File: config.mk
export PLATFORM = sky130hd
export DESIGN_NAME = rtc_core
export DESIGN_NICKNAME = d
export VERILOG_FILES = /design/src/rtl/rtc_pkg.sv /design/src/rtl/rtc_edge_sync.sv /design/src/rtl/rtc_divider.sv /design/src/rtl/rtc_core.sv
export SDC_FILE = /design/constraint.sdc
export NUM_CORES = 1
export LEC_CHECK = 0
export ABC_AREA = 1
export BUFFER_PORTS_ARGS = -buffer_cell sky130_fd_sc_hd__buf_2
export CAP_MARGIN = 10
export CORE_MARGIN = 3
export CORE_UTILIZATION = 50
export CTS_BUF_LIST = sky130_fd_sc_hd__clkbuf_4 sky130_fd_sc_hd__clkbuf_8
export DETAILED_ROUTE_END_ITERATION = 16
export GPL_TIMING_DRIVEN = 1
export PLACE_DENSITY = 0.78
export SYNTH_ARGS = -nofsm -noshare
export SYNTH_HDL_FRONTEND = slang
export SYNTH_HIERARCHICAL = 1
export SYNTH_SLANG_ARGS = --single-unit
File: constraint.sdc
create_clock -name clk -period 4.15 [get_ports clk]
set_input_delay 0.83 -clock clk [delete_from_list [all_inputs] [get_ports clk]]
set_output_delay 0.83 -clock clk [all_outputs]
set_load 0.02 [all_outputs]
File: src/rtl/rtc_pkg.sv
`timescale 1ns/1ps
package rtc_pkg;
    localparam int DATA_W = 32;
    localparam int ADDR_W = 8;

    localparam logic [ADDR_W-1:0] OFS_COUNT   = 8'h00;
    localparam logic [ADDR_W-1:0] OFS_CMP_A   = 8'h04;
    localparam logic [ADDR_W-1:0] OFS_STATUS  = 8'h08;
    localparam logic [ADDR_W-1:0] OFS_DIVIDE  = 8'h0C;
    localparam logic [ADDR_W-1:0] OFS_CMP_B   = 8'h18;
    localparam logic [ADDR_W-1:0] OFS_SRC_SEL = 8'h1C;
    localparam logic [ADDR_W-1:0] OFS_KEEP    = 8'h40;

    localparam int ST_W      = 7;
    localparam int ST_A_FLG  = 0;
    localparam int ST_S_FLG  = 1;
    localparam int ST_A_EN   = 2;
    localparam int ST_S_EN   = 3;
    localparam int ST_B_FLG  = 4;
    localparam int ST_B_EN   = 6;

    localparam logic [ST_W-1:0] ST_FLAG_MASK = 7'b001_0011;
    localparam logic [ST_W-1:0] ST_EN_MASK   = 7'b100_1100;

    localparam logic [1:0] SRC_XTAL = 2'd3;
endpackage

File: src/rtl/rtc_edge_sync.sv
`timescale 1ns/1ps
module rtc_edge_sync #(
    parameter int STAGES = 2
) (
    input  logic clk,
    input  logic rst_n,
    input  logic async_in,
    output logic rise
);
    localparam int LAST = STAGES;

    logic [LAST:0] sh_d, sh_q;

    always_comb begin
        sh_d = {sh_q[LAST-1:0], async_in};
    end

    always_ff @(posedge clk or negedge rst_n) begin
        if (!rst_n) sh_q <= '0;
        else        sh_q <= sh_d;
    end

    assign rise = sh_q[LAST-1] & ~sh_q[LAST];
endmodule

File: src/rtl/rtc_divider.sv
`timescale 1ns/1ps
module rtc_divider #(
    parameter int DIV_W = 16
) (
    input  logic             clk,
    input  logic             rst_n,
    input  logic             run,
    input  logic             edge_in,
    input  logic [DIV_W-1:0] reload,
    output logic             tick
);
    typedef struct packed {
        logic [DIV_W-1:0] cnt;
        logic             half;
    } div_t;

    div_t d_d, d_q;

    always_comb begin
        d_d = d_q;
        if (!run) begin
            d_d.cnt  = reload;
            d_d.half = 1'b0;
        end else if (edge_in) begin
            if (d_q.cnt == '0) begin
                d_d.cnt  = reload;
                d_d.half = ~d_q.half;
            end else begin
                d_d.cnt = d_q.cnt - 1'b1;
            end
        end
    end

    always_ff @(posedge clk or negedge rst_n) begin
        if (!rst_n) d_q <= '0;
        else        d_q <= d_d;
    end

    assign tick = run & edge_in & (d_q.cnt == '0) & d_q.half;
endmodule

File: src/rtl/rtc_core.sv
`timescale 1ns/1ps
module rtc_core
    import rtc_pkg::*;
#(
    parameter int                DIV_W       = 16,
    parameter logic [DIV_W-1:0] DIV_RESET   = 16'd1023,
    parameter int                SYNC_STAGES = 2
) (
    input  logic              clk,
    input  logic              rst_n,
    input  logic              por_n,
    input  logic              xtal_clk,
    input  logic              bus_sel,
    input  logic              bus_wr,
    input  logic [ADDR_W-1:0] bus_addr,
    input  logic [DATA_W-1:0] bus_wdata,
    output logic [DATA_W-1:0] bus_rdata,
    output logic              irq
);
    typedef struct packed {
        logic [DATA_W-1:0] cnt;
        logic [DATA_W-1:0] cmp_a;
        logic [DATA_W-1:0] cmp_b;
        logic [DIV_W-1:0]  div;
        logic [1:0]        src;
        logic [ST_W-1:0]   st;
        logic [DATA_W-1:0] rdata;
    } core_t;

    core_t r_d, r_q;
    logic [DATA_W-1:0] keep_d, keep_q;

    logic xtal_rise;
    logic tick;
    logic running;
    logic wr_req, rd_req;
    logic [DATA_W-1:0] cnt_inc;
    logic [DATA_W-1:0] rd_mux;

    assign running = (r_q.src == SRC_XTAL);
    assign wr_req  = bus_sel & bus_wr;
    assign rd_req  = bus_sel & ~bus_wr;
    assign cnt_inc = r_q.cnt + 1'b1;

    rtc_edge_sync #(.STAGES(SYNC_STAGES)) u_sync (
        .clk      (clk),
        .rst_n    (rst_n),
        .async_in (xtal_clk),
        .rise     (xtal_rise)
    );

    rtc_divider #(.DIV_W(DIV_W)) u_div (
        .clk     (clk),
        .rst_n   (rst_n),
        .run     (running),
        .edge_in (xtal_rise),
        .reload  (r_q.div),
        .tick    (tick)
    );

    always_comb begin
        case (bus_addr)
            OFS_COUNT:   rd_mux = r_q.cnt;
            OFS_CMP_A:   rd_mux = r_q.cmp_a;
            OFS_STATUS:  rd_mux = DATA_W'(r_q.st);
            OFS_DIVIDE:  rd_mux = DATA_W'(r_q.div);
            OFS_CMP_B:   rd_mux = r_q.cmp_b;
            OFS_SRC_SEL: rd_mux = DATA_W'(r_q.src);
            OFS_KEEP:    rd_mux = keep_q;
            default:     rd_mux = '0;
        endcase
    end

    always_comb begin
        logic [ST_W-1:0] set_v;
        r_d    = r_q;
        keep_d = keep_q;
        set_v  = '0;

        if (tick) begin
            r_d.cnt = cnt_inc;
            set_v[ST_A_FLG] = (cnt_inc == r_q.cmp_a);
            set_v[ST_B_FLG] = (cnt_inc == r_q.cmp_b);
            set_v[ST_S_FLG] = (r_q.cnt[3:0] == 4'hF);
        end

        if (wr_req) begin
            case (bus_addr)
                OFS_COUNT:   r_d.cnt   = bus_wdata;
                OFS_CMP_A:   r_d.cmp_a = bus_wdata;
                OFS_CMP_B:   r_d.cmp_b = bus_wdata;
                OFS_DIVIDE:  r_d.div   = bus_wdata[DIV_W-1:0];
                OFS_SRC_SEL: r_d.src   = bus_wdata[1:0];
                OFS_KEEP:    keep_d    = bus_wdata;
                OFS_STATUS:  r_d.st    = (bus_wdata[ST_W-1:0] & ST_EN_MASK)
                                       | (r_q.st & ST_FLAG_MASK & ~bus_wdata[ST_W-1:0]);
                default:     ;
            endcase
        end

        r_d.st = r_d.st | set_v;

        if (rd_req) r_d.rdata = rd_mux;
    end

    always_ff @(posedge clk or negedge rst_n) begin
        if (!rst_n) begin
            r_q       <= '0;
            r_q.div   <= DIV_RESET;
        end else begin
            r_q <= r_d;
        end
    end

    always_ff @(posedge clk or negedge por_n) begin
        if (!por_n) keep_q <= '0;
        else        keep_q <= keep_d;
    end

    assign bus_rdata = r_q.rdata;
    assign irq = (r_q.st[ST_A_FLG] & r_q.st[ST_A_EN])
               | (r_q.st[ST_S_FLG] & r_q.st[ST_S_EN])
               | (r_q.st[ST_B_FLG] & r_q.st[ST_B_EN]);
endmodule

==> reports/qor.yml, run 1 <==
timing:
  fmax_ghz: 0.3830
  setup-tns-final_ps: 0
  finalMaxSlewViolations: 0
  grt_setup_unrepaired: "no"
  holdWs_ps: 351.4
  relSlewSlack_pct: 38.57
  worst_pin_slew_ps: 920.0
  finalCriticalPeriod_ps: 2611
  setup-violations-final: 0
  setup_slack_ps: 1539
  post-route-period-util_pct: 62.92
  hold_violations: 0
  finClkSkew_ps: 24.58
floorplan:
  io_pins: 79
  start_util_pct: 51.05
  dieArea_um2: 25930
  core_um2: 23540
  die_width_um: 161.0
  die_h_um: 161.0
  rows: 56
worst_setup_path:
  cp.required_ps: 4520
  arrival_ps: 2980
  end_kind: "register"
  path_max_fanout: 36
  worst_setup_path_start_kind: "register"
  rr_worst_depth: 12
  reg2reg_from: "u_div/d_q[1]"
  criticalPathCategory: "reg2reg"
  regToRegEndpoint: "r_q[125]"
  regToRegSetupSlack_ps: 1540
yosys:
  synthFlopType: "dfrtp_1"
  synth_nets: 1764
  yosysTopAreaCellShare_pct: 40.39
  synth_cells: 1715
  yosysWarnings: 6
  synth_most_common_cell: "nand2_1"
  synth_area_per_cell_um2: 7.008
  yosys.area.top_type: "dfrtp_1"
  synthArstFlopShare_pct: 100.0
  synth.top_cells.by_count: "nand2_1, o21ai_0, dfrtp_1"
  ys_seq_area_share_pct: 42.58
  yosysUniqueCellTypes: 41
  syn_area_um2: 12020
  synth.area.top_cells: "dfrtp_1, nand2_1, o21ai_0"
  synth_seq_cells: 204
  synth_edf_count: 0
clock_network:
  clockRootBuffer: "clkbuf_8"
  clk_latency_ps: 530
  clock-sinks: 204
  holdBufCountCts: 0
  cts_buffer_depth: 3
  cts_setup_buffers: 0
  cts_resized: 0
  cts_tree: "built"
  cts-buffers-inserted: 38
  cts.htree.levels: 2
  path_clk_slew_ps: 60
drt:
  wl_per_cell_um: 16.93
  totalWireLength_um: 35710
  dr.pass1.iters: 6
  detail_route.iter0.violations: 1317
  drc_errors: 0
  vias_per_cell: 5.564
  ant_nets: 0
  dr_total_vias: 11730
global_routing:
  grt_max_degree: 90
  grt_pass1_wl_um: 57840
  grt_pass1_vias: 11190
  overflow: 0
  grt_usage_pct: 27.52
  antenna_found_initial: 0
place:
  post-place-ws_ps: 1187
  gp_congestion: 0.9776
  dp_hpwl_um: 24850
  post-place-cells: 2043
  detailed_place.area_um2: 12510
  portBuffers: 78
power:
  peakVddDrop_mv: 0.2188
  p_per_area_nw_per_um2: 341.9
  power_mw: 4.557
  power.leakage_nw: 6.529
outcome:
  status: "finished, final reports clean"
worst_hold_path:
  hold_end: "u_sync/sh_q[1]"
  min_from: "u_sync/sh_q[0]"
  worst_hold_path_type: "reg2reg"
  hold_depth: 0
finish:
  postLayoutCellArea_um2: 13330
  syn_to_final_growth_pct: 10.90
  drive_gt1_share_pct: 12.46
  final_nets: 1813
  postLayoutCoreUtil_pct: 56.62
  diodes: 0
  layoutNonFillerInstCount: 2109
job:
  drv_cap: 0
## placed cells by master (no fill, tap or decap), drive strengths merged
cell type	instances
xnor3	2
o21ai	236
nand3b	17
clkinv	14
o2111ai	3
and2	1
xor2	5
nand2	610
nor2	131
bufinv	2
a21oi	39
clkbuf	55
nor3	1
buf	94
o22ai	36
dfrtp	194
clkinvlp	2
nand3	136
dfstp	10
nand4	9
inv	176
or2	2
nor3b	2
a211oi	2
o211ai	8
ha	3
## worst max-delay path by stage
stage / startpoint / endpoint / slack [ps] / cells past startpoint
after global routing: u_div/d_q[1] / r_q[125] / 1360 / 11
after global placement: bus_addr[7] / r_q[81] / 1360 / 10
after detailed placement: bus_addr[1] / r_q[45] / 1190 / 8
after CTS: u_div/d_q[1] / r_q[125] / 1630 / 12
final: u_div/d_q[1] / r_q[125] / 1540 / 12
after floorplan: bus_addr[7] / r_q[124] / 1920 / 8
## critical path, cell delays in order (launching register included)
cell	delay, ps
dfrtp_1	390
inv_1	150
ha_1	220
nand2_1	60
nor2_1	110
nand3_1	150
nor3_2	280
clkinv_1	320
buf_4	370
nand2_1	110
o21ai_0	90
nand2_1	90
o21ai_1	80
## where the power goes
group / switching, mW / internal (mW) / total (mW)
Combinational: 0.258 / 0.116 / 0.374
Sequential: 0.0456 / 2.04 / 2.08
Clock: 0.877 / 1.22 / 2.10
## metal layers
layer  wire length, um  track usage (%)  up-vias
met5                 0                0        -
met1             15290            38.62     5492
li1                  -                -     5609
met4              1069            9.816        0
met3              3123            4.334       85
met2             16230            43.68      548
## cells by family after synthesis
kind of cell | share of synthesized area, %
simple gates | 32.60
buf+inv | 9.567
fa+ha+maj | 0.3123
compound gates | 14.20
flops | 42.58
xor+xnor | 0.7391
## registers in the layout (all words and copies together), names as in the netlist
signal and cells:
u_sync/sh_q 3, r_q 120, keep_q 32, bus_rdata 32, u_div/d_q 17
## final cells by class
cell class                 count  area (um^2)
sequential                   204         5117
timing repair buffer          94        541.8
inverter                     183        688.2
clock buffer                  55        706.9
clock inverter                11        113.9
multi-input combinational   1243         5762
tap                          319        399.1
fill                        2251        10210
Note: power is estimated with default switching activity, not from simulation.
==> run 2: changes to the inputs <==
--- a/config.mk
+++ b/config.mk
@@ -5,7 +5,7 @@
 export SDC_FILE = /design/constraint.sdc
 export NUM_CORES = 1
 export LEC_CHECK = 0
-export ABC_AREA = 1
+export ABC_AREA = 0
 export BUFFER_PORTS_ARGS = -buffer_cell sky130_fd_sc_hd__buf_2
 export CAP_MARGIN = 10
 export CORE_MARGIN = 3
@@ -13,7 +13,7 @@
 export CTS_BUF_LIST = sky130_fd_sc_hd__clkbuf_4 sky130_fd_sc_hd__clkbuf_8
 export DETAILED_ROUTE_END_ITERATION = 16
 export GPL_TIMING_DRIVEN = 1
-export PLACE_DENSITY = 0.78
+export PLACE_DENSITY = 0.81
 export SYNTH_ARGS = -nofsm -noshare
 export SYNTH_HDL_FRONTEND = slang
 export SYNTH_HIERARCHICAL = 1
==> constraint.sdc (replaced) <==
create_clock -name clk -period 2.4 [get_ports clk]
set_input_delay 0.48 -clock clk [delete_from_list [all_inputs] [get_ports clk]]
set_output_delay 0.48 -clock clk [all_outputs]
set_load 0.02 [all_outputs]
==> reports/qor.yml, run 2 <==
outcome:
  status: "finished with violations"
  failed_checks: "negative setup slack"
place:
  portBuffers: 78  # unchanged
  gp_congestion: 0.9730  # -0.47%
  post-place-ws_ps: -635.4  # -1822 ps
  dp_hpwl_um: 26450  # +6.4%
yosys:
  synthFlopType: "dfrtp_1"
  synth.mux.area_fraction_pct: 12.13  # +12 points
  synth_cells: 1167  # -32%
  yosys.area.top_type: "dfrtp_1"
  synth_fa_ha_area_share_pct: 0.4056  # +0.093 points
  yosys.area_share.simple_pct: 16.14  # -16 points
  synth_most_common_cell: "dfrtp_1"
  syn_area_um2: 11720  # -2.5%
  yosysWarnings: 6  # unchanged
  synth_seq_cells: 204  # unchanged
  yosysTopAreaCellShare_pct: 41.41  # +1.0 points
  synth_nets: 1216  # -31%
  synth.top_cells.by_count: "dfrtp_1, nand2_1, mux2_2"
  synthArstFlopShare_pct: 100.0  # unchanged
  synth-xor-area-share_pct: 8.144  # +7.4 points
  synth_top_family_by_area: "simple AND/OR/NAND/NOR gates"
  synth.area.top_cells: "dfrtp_1, mux2_2, xnor2_1"
  synth_area_per_cell_um2: 10.04  # +43%
  ys_seq_area_share_pct: 43.65  # +1.1 points
  synth_compound_area_share_pct: 13.97  # -0.23 points
  synth_edf_count: 0  # unchanged
  yosysUniqueCellTypes: 84  # +100%
floorplan:
  die_width_um: 159.1  # -1.2%
  rows: 55  # -1.8%
  die_h_um: 159.1  # -1.2%
  start_util_pct: 51.31  # +0.26 points
  io_pins: 79  # unchanged
  core_um2: 22850  # -3.0%
  dieArea_um2: 25320  # -2.4%
timing:
  post-route-period-util_pct: 129.2  # +66 points
  setup-violations-final: 2  # +2
  finalMaxSlewViolations: 0  # unchanged
  setup_slack_ps: -701.0  # -2240 ps
  hold_violations: 0  # unchanged
  worst_pin_slew_ps: 920.9  # +0.8649 ps
  finalCriticalPeriod_ps: 3101  # +489.9 ps
  finClkSkew_ps: 26.59  # +2.012 ps
  fmax_ghz: 0.3225  # -16%
  holdWs_ps: 68.96  # -282.4 ps
  grt_setup_unrepaired: "yes"
  relSlewSlack_pct: 38.61  # about the same
finish:
  largest_register_ff_count: 120  # unchanged
  multi_input_area_um2: 6168  # +7.1%
  mostFrequentLayoutCells: "dfrtp_1, buf_4, nand2_1"
  top_register: "r_q"
  diodes: 0  # unchanged
  nFillCells: 1888  # -16%
  drive_gt1_share_pct: 38.14  # +26 points
  syn_to_final_growth_pct: 24.46
  final_nets: 1419  # -22%
  sequential_cell_area_um2: 5120  # about the same
  final_common_cell: "dfrtp_1"
power:
  power.leakage_nw: 6.613  # +1.3%
  peakVddDrop_mv: 0.4053  # +85%
  pwr-share-seq_pct: 38.1  # -7.6 points
  comb_power_share_pct: 25.5  # +17 points
  p_per_area_nw_per_um2: 653.4  # +91%
  switching_share_pct: 29.69  # +3.8 points
  p_int_mw: 6.703  # +99%
  p_clk_share_pct: 36.5  # -9.6 points
  power.switching_mw: 2.831  # +140%
global_routing:
  grt_max_degree: 65  # -28%
  grt_usage_pct: 28.11  # +0.59 points
  overflow: 0  # unchanged
  antenna_found_initial: 0  # unchanged
  grt_pass1_wl_um: 57570  # -0.47%
  grt_pass1_vias: 10570  # -5.6%
clock_network:
  clk_latency_ps: 530  # about the same
  cts.htree.levels: 2  # unchanged
  cts_tree: "built"
  path_clk_slew_ps: 60  # about the same
  cts_buffer_depth: 3  # unchanged
  cts-buffers-inserted: 37  # -2.6%
  clock-sinks: 204  # unchanged
  clockRootBuffer: "clkbuf_8"
drt:
  ant_nets: 0  # unchanged
  wl_per_cell_um: 21.20  # +25%
  vias_per_cell: 6.023  # +8.3%
  detail_route.iter0.violations: 832  # -37%
  dr.pass1.iters: 5  # -1
  dr_total_vias: 10290  # -12%
  drc_errors: 0  # unchanged
  totalWireLength_um: 36220  # +1.4%
worst_setup_path:
  criticalPathCategory: "reg2reg"
  cp.required_ps: 2850  # -1670 ps
  worst_setup_path_start_kind: "register"
  arrival_ps: 3550  # +570 ps
  timing.critical_path.cells: "inv_2 > ha_4 > nor4b_4 > nand4_1 > nor3_4 > nand4_1 > a2111oi_2 > o2111ai_1 > or4_1 > or4_4 > o31ai_4"
  regToRegSetupSlack_ps: -700  # -2240 ps
  end_kind: "register"
  path_common_cell: "nand4_1"
  max_stage_delay_ps: 450  # +60 ps
  rr_worst_depth: 11  # -1
  path_delay_family: "simple AND/OR/NAND/NOR gates"
  cp.depth: 11  # -1
  path_max_fanout: 2  # -94%
  crit_buf_inv: 1  # -2
  slowest_stage: "or4_1"
worst_hold_path:
  hold_depth: 1  # +1
  worst_hold_path_type: "in2reg"
job:
  drv_cap: 0  # unchanged
==> run 2: cell types whose count changed in the layout (fill, tap and decap cells not counted), moves of 83 or more <==
| cell | delta |
|---|---|
| buf_4 | +175 |
| o21ai_0 | -141 |
| nor2_1 | -83 |
| nand2_1 | -446 |
| inv_1 | -157 |
| nand3_1 | -102 |
| mux2_2 | +120 |
==> run 2: timing repair <==
item	4_1_cts	5_1_grt
pin swaps	6	6
setup endpoints to repair	8	11
buffers inserted	4	2
gates cloned	0	1
hold buffers	1	0
resized for setup	16	20
endpoints found under the hold margin	30	0
==> run 2: kinds of logic (layout without fill, tap and decap cells) <==
kind of cell	count (synthesis)	count (layout)
flip-flops	204	204
XOR/XNOR	109	109
adder cells (fa/ha/maj)	4	4
AO/OA/AOI/OAI	237	237
buffers and inverters	131	359
AND/OR/NAND/NOR	355	355
multiplexers	127	127
==> run 2: layer usage <==
layer | wire (um) | up-vias | share of wire, % | GRT usage [%]
li1 | - | 4602 | - | -
met1 | 15200 | 5195 | 42 | 37.97
met2 | 17380 | 411 | 48 | 46.27
met3 | 2548 | 79 | 7.0 | 4.969
met4 | 1083 | 0 | 3.0 | 9.073
met5 | 0 | - | 0 | 0
==> run 2: worst reg2reg max path: stages, from the launching register on <==
cell	delay [ps]
dfrtp_1	390
inv_2	90
ha_4	120
nor4b_4	190
nand4_1	200
nor3_4	230
nand4_1	190
a2111oi_2	310
o2111ai_1	150
or4_1	450
or4_4	450
o31ai_4	250
==> run 2: cell type report <==
type,count,area share [%]
tap,313,2.684
multi-input combinational,832,42.28
inverter,15,0.3859
clock inverter,7,0.4459
timing repair buffer,280,14.21
clock buffer,57,4.905
sequential,204,35.09
==> run 2: power by group through the flow <==
stage               combinational, mW  clock, mW  sequential (mW)
global placement                 2.29          0             3.68
CTS                              2.38       3.53             3.62
global route                     2.62       3.68             3.64
finish                           2.43       3.48             3.63
detailed placement               2.33          0             3.68
floorplan                        1.26          0             3.66
==> run 2: worst paths after layout <==
| path | start | to |
|---|---|---|
| worst max-delay path | u_div/d_q[1] | r_q[36] |
| worst min-delay path | xtal_clk | u_sync/sh_q[0] |
| worst max register to register | u_div/d_q[1] | r_q[36] |
| worst min register to register | u_sync/sh_q[0] | u_sync/sh_q[1] |
| max in group asynchronous | rst_n | r_q[48] |
| min in group asynchronous | por_n | keep_q[17] |
==> run 2: through the flow <==
step | utilization (%) | std cells | setup TNS, ps | total power, mW | area, um^2
floorplan | - | 1167 | -1561 | 4.911 | 11840
global placement | 59.44 | 1636 | -1314 | 5.969 | 13580
detailed placement | 59.44 | 1636 | -1543 | 6.010 | 13580
CTS | 63.28 | 1705 | -1091 | 9.539 | 14460
global route | 63.86 | 1708 | -1451 | 9.936 | 14590
finish | 63.86 | 1708 | -1153 | 9.533 | 14590
==> run 3: changes to the inputs <==
--- a/config.mk
+++ b/config.mk
@@ -13,7 +13,7 @@
 export CTS_BUF_LIST = sky130_fd_sc_hd__clkbuf_4 sky130_fd_sc_hd__clkbuf_8
 export DETAILED_ROUTE_END_ITERATION = 16
 export GPL_TIMING_DRIVEN = 1
-export PLACE_DENSITY = 0.81
+export PLACE_DENSITY = 0.78
 export SYNTH_ARGS = -nofsm -noshare
 export SYNTH_HDL_FRONTEND = slang
 export SYNTH_HIERARCHICAL = 1
==> constraint.sdc (replaced) <==
create_clock -name clk -period 3.25 [get_ports clk]
set_input_delay 0.65 -clock clk [delete_from_list [all_inputs] [get_ports clk]]
set_output_delay 0.65 -clock clk [all_outputs]
set_load 0.02 [all_outputs]
==> reports/qor.yml, run 3 (same netlist as run 2, synthesis figures left out) <==
clock_network:
  cts-buffers-inserted: 36  # -2.7%
  cts_buffer_depth: 3  # unchanged
  cts.htree.levels: 2  # unchanged
  clk_latency_ps: 550  # +20 ps
  cts_tree: "built"
  clock-sinks: 204  # unchanged
  path_clk_slew_ps: 70  # about the same
  clockRootBuffer: "clkbuf_8"
finish:
  multi_input_area_um2: 6013  # -2.5%
  largest_register_ff_count: 120  # unchanged
  postLayoutCellArea_um2: 13440  # -7.9%
  sequential_cell_area_um2: 5117  # about the same
  final_common_cell: "dfrtp_1"
  diodes: 0  # unchanged
  mostFrequentLayoutCells: "dfrtp_1, nand2_1, mux2_2"
  postLayoutCoreUtil_pct: 58.81  # -5.1 points
  nFillCells: 1980  # +4.9%
  syn_to_final_growth_pct: 14.61
  layoutNonFillerInstCount: 1585  # -7.2%
  drive_gt1_share_pct: 30.50  # -7.6 points
  top_register: "r_q"
  final_nets: 1296  # -8.7%
drt:
  dr.pass1.iters: 6  # +1
  vias_per_cell: 6.090  # +1.1%
  totalWireLength_um: 32940  # -9.0%
  dr_total_vias: 9653  # -6.2%
  drc_errors: 0  # unchanged
  detail_route.iter0.violations: 805  # -3.2%
  ant_nets: 0  # unchanged
  wl_per_cell_um: 20.78  # -2.0%
global_routing:
  grt_pass1_wl_um: 52710  # -8.4%
  grt_usage_pct: 25.41  # -2.7 points
  antenna_found_initial: 1  # +1
  overflow: 0  # unchanged
  grt_max_degree: 71  # +9.2%
  grt_pass1_vias: 9583  # -9.3%
power:
  power.leakage_nw: 5.976  # -9.6%
  pwr-share-seq_pct: 40.4  # +2.3 points
  power_mw: 6.681  # -30%
  peakVddDrop_mv: 0.3645  # -10%
  p_int_mw: 4.721  # -30%
  comb_power_share_pct: 20.9  # -4.6 points
  switching_share_pct: 29.33  # -0.36 points
  p_per_area_nw_per_um2: 497.2  # -24%
  p_clk_share_pct: 38.7  # +2.2 points
  power.switching_mw: 1.959  # -31%
floorplan:
  rows: 55  # unchanged
  start_util_pct: 51.31  # unchanged
  die_width_um: 159.1  # unchanged
  die_h_um: 159.1  # unchanged
  io_pins: 79  # unchanged
  core_um2: 22850  # unchanged
  dieArea_um2: 25320  # unchanged
worst_setup_path:
  timing.critical_path.cells: "inv_2 > ha_4 > nor4b_4 > nand4_1 > nor3_4 > nand4_1 > a2111oi_2 > o2111ai_1 > or4_1 > or4_4 > o31ai_2"
  rr_worst_depth: 11  # unchanged
  cp.required_ps: 3690  # +840 ps
  path_common_cell: "nand4_1"
  max_stage_delay_ps: 520  # +70 ps
  regToRegEndpoint: "r_q[36]"
  regToRegSetupSlack_ps: 20  # +720 ps
  path_delay_family: "simple AND/OR/NAND/NOR gates"
  path_max_fanout: 3  # +1
  slowest_stage: "or4_1"
  crit_buf_inv: 1  # unchanged
  reg2reg_from: "u_div/d_q[1]"
  arrival_ps: 3670  # +120 ps
  worst_setup_path_start_kind: "register"
  criticalPathCategory: "reg2reg"
  end_kind: "register"
timing:
  hold_violations: 0  # unchanged
  relSlewSlack_pct: 35.62  # -3.0 points
  finalCriticalPeriod_ps: 3231  # +129.6 ps
  finalMaxSlewViolations: 0  # unchanged
  setup-tns-final_ps: 0  # +1153 ps
  grt_setup_unrepaired: "yes"
  holdWs_ps: 237.4  # +168.4 ps
  finClkSkew_ps: 37.18  # +10.59 ps
  post-route-period-util_pct: 99.40  # -30 points
  worst_pin_slew_ps: 963.7  # +42.84 ps
  setup_slack_ps: 19.40  # +720.4 ps
  fmax_ghz: 0.3095  # -4.0%
  setup-violations-final: 0  # -2
outcome:
  status: "finished, final reports clean"
place:
  portBuffers: 78  # unchanged
  post-place-cells: 1511  # -7.6%
  dp_hpwl_um: 23050  # -13%
  detailed_place.area_um2: 12500  # -7.9%
  gp_congestion: 0.9878  # +1.5%
  post-place-ws_ps: -98.66  # +536.7 ps
job:
  drv_cap: 0  # unchanged
worst_hold_path:
  worst_hold_path_type: "in2async"
[run 3: cell types whose count changed in the layout (fill, tap and decap cells not counted), sizes merged]
cell | previous run | this run
buf | 278 | 156
clkbuf | 58 | 56
bufinv | 1 | 2
[run 3: layer usage]
layer / GRT usage (%) / wire (um) / vias to the layer above
li1: - / - / 4360
met5: 0 / 8 / -
met1: 35.50 / 14500 / 4876
met2: 40.22 / 15410 / 347
met3: 4.735 / 2128 / 68
met4: 8.396 / 902 / 2
[run 3: what timing repair did]
item / 4_1_cts / 5_1_grt
setup endpoints to repair: 2 / 2
gates resized for setup: 1 / 12
endpoints found under the hold margin: 1 / 0
gates cloned: 0 / 1
hold buffers: 1 / 0
pin swaps: 5 / 10
buffers inserted: 0 / 9
[run 3: worst max path at each step]
| stage | startpoint | end | slack, ps | cells past startpoint |
|---|---|---|---|---|
| floorplan | u_div/d_q[1] | r_q[36] | 50 | 12 |
| global placement | u_div/d_q[1] | r_q[36] | -60 | 11 |
| detailed placement | u_div/d_q[1] | r_q[36] | -100 | 11 |
| CTS | u_div/d_q[1] | r_q[36] | 20 | 11 |
| global route | u_div/d_q[1] | r_q[36] | -70 | 11 |
| finish | u_div/d_q[1] | r_q[36] | 20 | 11 |
[run 3: layout make-up]
cell class / instances / share of cell area, %
Multi-Input combinational cell: 832 / 44.76
Clock inverter: 8 / 0.7078
Timing Repair Buffer: 158 / 7.944
Clock buffer: 55 / 5.169
Inverter: 15 / 0.4191
Tap cell: 313 / 2.915
Sequential cell: 204 / 38.09
[run 3: power by group through the flow]
stage	clock network (mW)	registers, mW	logic (mW)
final	2.59	2.70	1.40
after global routing	2.76	2.70	1.51
after CTS	2.64	2.69	1.35
after global placement	0	2.73	1.33
after detailed placement	0	2.74	1.34
after floorplan	0	2.70	0.896
